[src/rtl/csel_pkg.sv]
package csel_pkg;

  // Commit sequencer states
  typedef enum logic [1:0] {
    CS_IDLE   = 2'd0,  // no commit in progress
    CS_BLANK  = 2'd1,  // output held low, new selection loading
    CS_SETTLE = 2'd2,  // new source active, busy still reported
    CS_REJECT = 2'd3   // undefined code refused, one busy cycle
  } csel_state_e;

endpackage

[src/rtl/csel_decode.sv]
module csel_decode #(
  parameter int unsigned NPAR = 4,
  parameter int unsigned SW   = 3,
  parameter logic [NPAR*SW-1:0] MAP = '0,
  localparam int unsigned IW = (NPAR > 1) ? $clog2(NPAR) : 1
) (
  input  logic [SW-1:0] code,
  output logic          hit,
  output logic [IW-1:0] idx
);

  logic [NPAR-1:0] match;

  // One comparator per parent slot
  for (genvar p = 0; p < NPAR; p++) begin : g_cmp
    assign match[p] = (code == MAP[p*SW +: SW]);
  end

  always_comb begin
    idx = '0;
    for (int p = 0; p < NPAR; p++) begin
      if (match[p]) idx = IW'(p);
    end
  end

  assign hit = |match;

endmodule

[src/rtl/csel_commit.sv]
module csel_commit
  import csel_pkg::*;
#(
  parameter int unsigned IW        = 2,
  parameter int unsigned DW        = 4,
  parameter logic        RST_VALID = 1'b0,
  parameter logic [IW-1:0] RST_IDX = '0
) (
  input  logic          clk,
  input  logic          rst_n,
  input  logic          trig_req,
  input  logic          gate_on,
  input  logic          pend_hit,
  input  logic [IW-1:0] pend_idx,
  input  logic [DW-1:0] pend_div,
  output logic          busy,
  output logic          blank,
  output logic          act_valid,
  output logic [IW-1:0] act_idx,
  output logic [DW-1:0] act_div
);

  csel_state_e state_q, state_d;
  logic          accept;
  logic          hold_en;
  logic          act_en;
  logic [IW-1:0] hold_idx_q;
  logic [DW-1:0] hold_div_q;

  assign accept  = trig_req & gate_on & (state_q == CS_IDLE);
  assign hold_en = accept & pend_hit;
  assign act_en  = (state_q == CS_BLANK);

  always_comb begin
    state_d = state_q;
    case (state_q)
      CS_IDLE:   if (accept) state_d = pend_hit ? CS_BLANK : CS_REJECT;
      CS_BLANK:  state_d = CS_SETTLE;
      CS_SETTLE: state_d = CS_IDLE;
      CS_REJECT: state_d = CS_IDLE;
      default:   state_d = CS_IDLE;
    endcase
  end

  always_ff @(posedge clk or negedge rst_n) begin
    if (!rst_n) state_q <= CS_IDLE;
    else        state_q <= state_d;
  end

  // Captured target, loaded only when a defined code is accepted
  always_ff @(posedge clk or negedge rst_n) begin
    if (!rst_n) begin
      hold_idx_q <= '0;
      hold_div_q <= '0;
    end else if (hold_en) begin
      hold_idx_q <= pend_idx;
      hold_div_q <= pend_div;
    end
  end

  // Selection in force, swapped at the end of the blank cycle
  always_ff @(posedge clk or negedge rst_n) begin
    if (!rst_n) begin
      act_valid <= RST_VALID;
      act_idx   <= RST_IDX;
      act_div   <= '0;
    end else if (act_en) begin
      act_valid <= 1'b1;
      act_idx   <= hold_idx_q;
      act_div   <= hold_div_q;
    end
  end

  assign busy  = (state_q != CS_IDLE);
  assign blank = (state_q == CS_BLANK);

endmodule

[src/rtl/csel_prediv.sv]
module csel_prediv #(
  parameter int unsigned DW = 4
) (
  input  logic          clk,
  input  logic          rst_n,
  input  logic          in_en,
  input  logic          clr,
  input  logic [DW-1:0] div,
  output logic          out_en
);

  logic [DW-1:0] cnt_q, cnt_d;
  logic          wrap;

  assign wrap = (cnt_q == div);

  always_comb begin
    cnt_d = cnt_q;
    if (clr)        cnt_d = '0;
    else if (in_en) cnt_d = wrap ? '0 : cnt_q + 1'b1;
  end

  always_ff @(posedge clk or negedge rst_n) begin
    if (!rst_n) cnt_q <= '0;
    else        cnt_q <= cnt_d;
  end

  assign out_en = in_en & wrap;

endmodule

[src/rtl/clk_src_select.sv]
module clk_src_select #(
  parameter int unsigned NPAR       = 4,
  parameter int unsigned SW         = 3,
  parameter int unsigned SEL_SHIFT  = 4,
  parameter int unsigned DW         = 4,
  parameter int unsigned DIV_SHIFT  = 12,
  parameter bit          HAS_PREDIV = 1'b1,
  parameter int unsigned RESET_CODE = 7,
  parameter logic [NPAR*SW-1:0] MAP = {3'd6, 3'd4, 3'd2, 3'd1},
  localparam int unsigned IW = (NPAR > 1) ? $clog2(NPAR) : 1
) (
  input  logic            clk,
  input  logic            rst_n,
  input  logic [NPAR-1:0] src_en_i,
  input  logic            gate_on,
  input  logic            cfg_we,
  input  logic [31:0]     cfg_wdata,
  output logic [31:0]     cfg_rdata,
  input  logic            trig_set,
  output logic            busy,
  output logic            clk_en_o,
  output logic            invalid_src,
  output logic [IW-1:0]   cur_idx
);

  // Constant lookup used only to derive reset values
  function automatic logic [IW:0] map_lookup(input logic [SW-1:0] c);
    logic [IW:0] r;
    r = '0;
    for (int p = 0; p < NPAR; p++) begin
      if (MAP[p*SW +: SW] == c) r = {1'b1, IW'(p)};
    end
    return r;
  endfunction

  localparam logic [SW-1:0]  RST_CODE  = SW'(RESET_CODE);
  localparam logic [IW:0]    RST_LK    = map_lookup(RST_CODE);
  localparam logic [31:0]    RST_WORD  = 32'(RST_CODE) << SEL_SHIFT;

  logic [31:0]   cfg_q;
  logic [SW-1:0] pend_code;
  logic [DW-1:0] pend_div;
  logic          pend_hit;
  logic [IW-1:0] pend_idx;
  logic          blank;
  logic          act_valid;
  logic [IW-1:0] act_idx;
  logic [DW-1:0] act_div;
  logic          sel_en;

  // Configuration word
  always_ff @(posedge clk or negedge rst_n) begin
    if (!rst_n)      cfg_q <= RST_WORD;
    else if (cfg_we) cfg_q <= cfg_wdata;
  end

  assign cfg_rdata = cfg_q;
  assign pend_code = cfg_q[SEL_SHIFT +: SW];
  assign pend_div  = cfg_q[DIV_SHIFT +: DW];

  csel_decode #(
    .NPAR (NPAR),
    .SW   (SW),
    .MAP  (MAP)
  ) u_dec (
    .code (pend_code),
    .hit  (pend_hit),
    .idx  (pend_idx)
  );

  csel_commit #(
    .IW        (IW),
    .DW        (DW),
    .RST_VALID (RST_LK[IW]),
    .RST_IDX   (RST_LK[IW-1:0])
  ) u_commit (
    .clk       (clk),
    .rst_n     (rst_n),
    .trig_req  (trig_set),
    .gate_on   (gate_on),
    .pend_hit  (pend_hit),
    .pend_idx  (pend_idx),
    .pend_div  (pend_div),
    .busy      (busy),
    .blank     (blank),
    .act_valid (act_valid),
    .act_idx   (act_idx),
    .act_div   (act_div)
  );

  assign sel_en = act_valid & ~blank & src_en_i[act_idx];

  if (HAS_PREDIV) begin : g_prediv
    csel_prediv #(
      .DW (DW)
    ) u_prediv (
      .clk    (clk),
      .rst_n  (rst_n),
      .in_en  (sel_en),
      .clr    (blank),
      .div    (act_div),
      .out_en (clk_en_o)
    );
  end else begin : g_direct
    assign clk_en_o = sel_en;
  end

  assign invalid_src = ~act_valid;
  assign cur_idx     = act_idx;

endmodule

[config.mk]
export PLATFORM = sky130hd
export DESIGN_NAME = clk_src_select
export DESIGN_NICKNAME = d
export VERILOG_FILES = /design/src/rtl/csel_pkg.sv /design/src/rtl/csel_decode.sv /design/src/rtl/csel_commit.sv /design/src/rtl/csel_prediv.sv /design/src/rtl/clk_src_select.sv
export SDC_FILE = /design/constraint.sdc
export NUM_CORES = 1
export LEC_CHECK = 0
export ABC_AREA = 1
export CAP_MARGIN = 5
export CORE_ASPECT_RATIO = 0.6
export CORE_MARGIN = 5
export CORE_UTILIZATION = 41
export DETAILED_ROUTE_END_ITERATION = 10
export HOLD_SLACK_MARGIN = 0.02
export PLACE_DENSITY = 0.76
export SLEW_MARGIN = 20
export SYNTH_ARGS = -nofsm -noshare
export SYNTH_HDL_FRONTEND = slang
export SYNTH_HIERARCHICAL = 1
export SYNTH_SLANG_ARGS = --single-unit
[constraint.sdc]
create_clock -name clk -period 1.4 [get_ports clk]
set_input_delay 0.28 -clock clk [delete_from_list [all_inputs] [get_ports clk]]
set_output_delay 0.28 -clock clk [all_outputs]
set_load 0.005 [all_outputs]
* Word level (Yosys, flattened, before mapping)
Index checks and enable logic that the tools add are counted.
** Word-level totals
- Bits in registers :: 51
- Input port bits :: 41
- Output and inout port bits :: 37
- Logic and storage cells :: 43
** Operators by class
- Add/sub/neg operators :: 1
- Magnitude comparators :: 1
- Eq/ne operators :: 9
- Muxes and demuxes :: 11
- Bitwise gates (word level) :: 8
- Reduce and logical (&&, ||, !) cells :: 5
** Operators by type and width (number)
- $mux W4 :: 3
- $mux W2 :: 4
- $and A1 B1 Y1 :: 6
- $eq A3 B3 Y1 const B :: 2
- $pmux W2 S3 :: 1
- $add A4 B1 Y4 const B :: 1
- $eq A2 B2 Y1 const B :: 2
- $eq A4 B4 Y1 :: 1
- $reduce_bool A2 Y1 :: 2
- $reduce_or A4 Y1 :: 1
- $eq A3 B1 Y1 const B :: 1
- $eq A3 B2 Y1 const B :: 1
- $lt A2 B3 Y1 const B :: 1
- $bmux W1 S2 :: 1
- $eq A2 B1 Y1 const B :: 1
- $logic_not A2 Y1 :: 1
- $mux W1 :: 2
- $ne A2 B1 Y1 const B :: 1
- $not A1 Y1 :: 2
- $reduce_or A2 Y1 :: 1

* Depth between registers and ports, before layout
- Word-level depth :: 6
- Gate-level depth with buffers :: 11
- Mapped depth without buffers :: 11

* Cells and area by module
Netlist, hierarchy kept.
** By module, submodules not included
- clk_src_select :: times used 1, cells each 82, area an instance 1402.6 µm², sequential area each 804.5 µm²
- csel_commit :: times used 1, cells each 65, area an instance 601.8 µm², sequential area each 375.4 µm²
- csel_prediv :: times used 1, cells each 52, area an instance 315.3 µm², sequential area each 100.1 µm²
- csel_decode :: times used 1, cells each 9, area an instance 45.0 µm², sequential area each 0.0 µm²

* Worst setup path before layout
Ideal clock, no wire load.
- Path kind :: flip-flop to output port
- Start point :: register u_commit.state_q[1]
- End point :: output port clk_en_o
- Arrival :: 1.104 ns
- Required time :: 1.120 ns
- Slack :: 0.016 ns
- Stages on the path, launching flop included :: 9
- Buffers on the path :: 0
- Cell sequence :: dfrtp_1 > inv_2 > nand2_4 > inv_2 > nor2_1 > nand2_1 > nor2_1 > nand3_1 > inv_1
** Between the ends
- Cells in the longest elaborated chain, start to end :: 5
** RTL lines
- from (decl) :: line csel_commit.sv:23 : csel_state_e state_q, state_d;
- from (signal assigned) :: line csel_commit.sv:47 : else state_q <= state_d;
- $eq A2 B1 Y1 :: line csel_commit.sv:75 : assign blank = (state_q == CS_BLANK);
- net blank :: line clk_src_select.sv:45 : logic blank;
- $not A1 Y1 :: line clk_src_select.sv:91 : assign sel_en = act_valid & ~blank & src_en_i[act_idx];
- $and A1 B1 Y1 (2 in series) :: line clk_src_select.sv:91
- net sel_en :: line clk_src_select.sv:49 : logic sel_en;
- $and A1 B1 Y1 :: line csel_prediv.sv:28 : assign out_en = in_en & wrap;
- to (decl) :: line clk_src_select.sv:21 : output logic clk_en_o,
The timed path passes the listed nets, and every way through them passes these cells.

* Worst setup path in the final report
- Start point :: register u_commit.state_q[0]
- End point :: output port busy
** Between the ends
- Cells in the longest elaborated chain, start to end :: 1
** RTL lines
- $reduce_bool A2 Y1 :: line csel_commit.sv:74 : assign busy = (state_q != CS_IDLE);
- to (decl) :: line clk_src_select.sv:20 : output logic busy,
No other way between the ends.

==> run_results.csv <==
group,metric,value,unit
clock_network,clk_latency,0.30,ns
synthesis,seq_area_frac_synth,54.1,%
synthesis,synthXorXnorAreaFrac,0,%
synthesis,synth_cells,208,
pwr,p_total,4.55,mW
worst_setup_path,arrival,1.39,ns
synthesis,synth.top_cell.area_share,50.8,%
placed_design,dp_hpwl,3820,µm
outcome,status,"finished, violations left",
job,cap_violations,0,
routing,via_count,1798,
synthesis,yosys-mux-area-fraction,20.0,%
pwr,power_density,1280,mW/mm²
die,dieArea,0.00744,mm²
synthesis,syn_area_per_cell,11.4,µm²
clock_network,tritoncts,"yes",
die,fp.coreArea,0.00560,mm²
sta,timing.hold.ws,0.468,ns
global_route,grt_pass1_wl,8900,µm
routing,wl_per_cell,13.3,µm
global_route,grt_start_max_net_pins,52,
clock_network,h-tree-depth,2,
sta,finalHoldViolations,0,
outcome,violations,"setup timing",
global_route,antenna_found_initial,0,
clock_network,clk_path_buf_depth,2,
global_route,grt.total_usage,15.5,%
routing,vias_per_cell,4.43,
die,row_count,21,
clock_network,ctsRootBufferMaster,"clkbuf_8",
synthesis,synth_edf_count,0,
synthesis,ys.flop_type,"dfrtp_1",
sta,setup_ws,-0.270,ns
worst_setup_path,regToRegSetupSlack,0,ns
synthesis,synthAdderAreaFrac,0.529,%
worst_setup_path,crit_top_cell,"buf_6",
routing,antenna_left,0,
pwr,power.leakage,1.83,nW
clock_network,numCtsBuffers,5,
synthesis,ys_types,22,
sta,finalSetupViolations,2,
cells_and_area,fill_cells,485,
routing,drc,0,
sta,slew_violations,0,
die,fp.dieH,68.8,µm
die,start_util,42.3,%
sta,fin_worst_skew,0.00735,ns
worst_setup_path,crit_type,"reg2out",
worst_setup_path,worst_path_max_delay_cell,"dfrtp_1",
sta,worst_slew_pin_slew,0.274,ns
placed_design,gp_congestion,0.812,
cells_and_area,nNetsFinal,367,
die,die_w,108,µm
placed_design,io_buffer_count,77,
worst_setup_path,critPathMaxFanout,2,
synthesis,yosysWarnings,6,
worst_hold_path,hold_path.class,"in2async",
cells_and_area,diodes,0,
cells_and_area,final_util,63.5,%
sta,maxSlewHeadroom,81.7,%
pwr,ir_worst_vdd,0.000614,V
routing,first_pass_iters,4,
synthesis,ys_ff_latch,51,
worst_setup_path,worstPathRequired,1.12,ns
worst_setup_path,end_kind,"output pin",
die,io_pins,78,
synthesis,async_reset_ff_share,100,%
synthesis,synth_area,0.00236,mm²
clock_network,clk_pin_slew_worst_paths,0.10,ns
clock_network,clock-sinks,51,
worst_setup_path,cp-start-kind,"flip-flop",
routing,first_iter_violations,55,
synthesis,ys_top_cells_by_area,"dfrtp_1 51%, mux2_4 19%, nand2_1 9.5%, dfstp_2 3.3%, inv_1 2.7%",
sta,fmax,599,MHz
worst_setup_path,cp_slowest_stage_delay,0.43,ns
synthesis,synth_top_family_by_area,"multiplexers",
sta,rsz0062_at_grt,"yes",
worst_setup_path,worstPathCellList,"buf_4 > buf_6 > buf_6 > nor2_4 > inv_2 > buf_6",
routing,wl,5410,µm
cells_and_area,drive_gt1_share,34.4,%
sta,min_period,1.67,ns
synthesis,synthSimpleGateAreaFrac,17.8,%
synthesis,synth_compound_area_share,0.529,%
synthesis,syn_nets,250,
global_route,grt_pass1_vias,1830,
sta,post-route-period-util,119,%
synthesis,synth_top_area_cell,"dfrtp_1",
global_route,grt-ovfl-total,0,
cells_and_area,synthToLayoutAreaGrowth,50.2,%
-- flip-flops by register name, indices dropped and copies added, names as in the netlist --
signal	cells
u_commit/state_q	2
g_prediv.u_prediv/cnt_q	4
u_commit/hold_idx_q	2
u_commit/act_idx	2
u_commit/act_div	4
u_commit/hold_div_q	4
u_commit/act_valid	1
cfg_rdata	32
-- layer usage --
metal  vias to the layer above  share of wire [%]  GRT usage [%]
met5                         -                  0              0
met1                       837                 50           20.9
met2                        58                 40           23.4
met3                         5                8.4           6.14
li1                        898                  -              -
met4                         0               0.72           4.25
-- final timing paths --
check / from / to / depth (start not counted)
max: u_commit/state_q[0]$_DFFE_PN0P_ / busy / 6
min reg2reg: u_commit/hold_div_q[0]$_DFFE_PN0P_ / u_commit/act_div[0]$_DFFE_PN0P_ / 2
max reg2reg: u_commit/state_q[0]$_DFFE_PN0P_ / g_prediv.u_prediv/cnt_q[2]$_DFFE_PN0P_ / 11
min: rst_n / cfg_rdata[10]$_DFFE_PN0P_ / 3
min in group clk: u_commit/hold_div_q[0]$_DFFE_PN0P_ / u_commit/act_div[0]$_DFFE_PN0P_ / 2
max in group asynchronous: rst_n / cfg_rdata[5]$_DFFE_PN1P_ / 3
-- synthesized netlist by cell type, types with 2 or more instances --
cell and count:
dfrtp_1 48, mux2_2 2, inv_1 17, buf_12 3, dfstp_2 3, mux2_4 30, nand2_1 60, nor2_4 2
nor2_1 9, nand3_1 8, nand3_2 2, inv_2 7, nand4_1 7, nand2_2 2
-- kinds of logic after synthesis --
| logic type | after synthesis |
|---|---|
| flip-flops | 51 |
| adder cells (fa/ha/maj) | 1 |
| AO/OA/AOI/OAI | 2 |
| AND/OR/NAND/NOR | 93 |
| multiplexers | 32 |
| buffers and inverters | 29 |
-- critical path, delay by kind of cell (launching register included) --
family / cells / cell delay (ns)
buf+inv: 5 / 0.52
flops: 1 / 0.43
simple gates: 1 / 0.12
-- final cells by class --
type                    count  area (µm²)  share of cell area, %
well taps                  80         100                   2.82
inverters                  24        90.1                   2.54
clock buffers               5        68.8                   1.94
clock inverters             3        20.0                  0.564
repair buffers            115        1030                   29.1
flip-flops and latches     51        1280                   36.1
multi-input cells         128         957                   26.9
-- power breakdown --
group	switching, mW	leakage (nW)	internal, mW	total (mW)
clock	0.500	0.0402	0.349	0.848
sequential	0.205	0.613	1.76	1.97
combinational	0.768	1.18	0.972	1.74
total	1.47	1.83	3.08	4.55
-- repair_timing --
action	CTS	global route
hold buffers	1	0
setup endpoints to repair	41	9
hold endpoints to repair	48	0
buffers inserted	13	5
pin swaps	9	6
gates resized for setup	52	13
-- cell usage in the layout (no fill, tap or decap), types with 2 or more instances in the layout --
cell type,netlist,layout
dfstp_2,3,3
inv_1,17,14
nand3_1,8,5
nor2_1,9,6
buf_6,1,4
nor2_2,1,3
nand4_1,7,7
mux2_4,30,30
buf_12,3,2
clkdlybuf4s50_1,0,38
buf_2,0,3
dlygate4sd2_1,0,31
nor2_4,2,3
clkbuf_8,0,5
clkinvlp_4,0,2
inv_2,7,10
nand3_2,2,4
clkdlybuf4s15_1,0,2
nand2_2,2,3
mux2_2,2,2
nand2_1,60,59
buf_4,0,33
dfrtp_1,48,47
-- per-stage QoR --
step	TNS, ns	cells	worst slack [ns]	cell area (µm²)
final	-0.536	406	-0.270	3550
after global routing	-1.09	406	-0.368	3550
after global placement	-1.38	381	-0.554	3330
after floorplan	0	208	0.0157	2360
after detailed placement	-1.57	381	-0.623	3330
after CTS	-0.426	402	-0.269	3500
No activity file was read; power rests on OpenSTA's default activity.
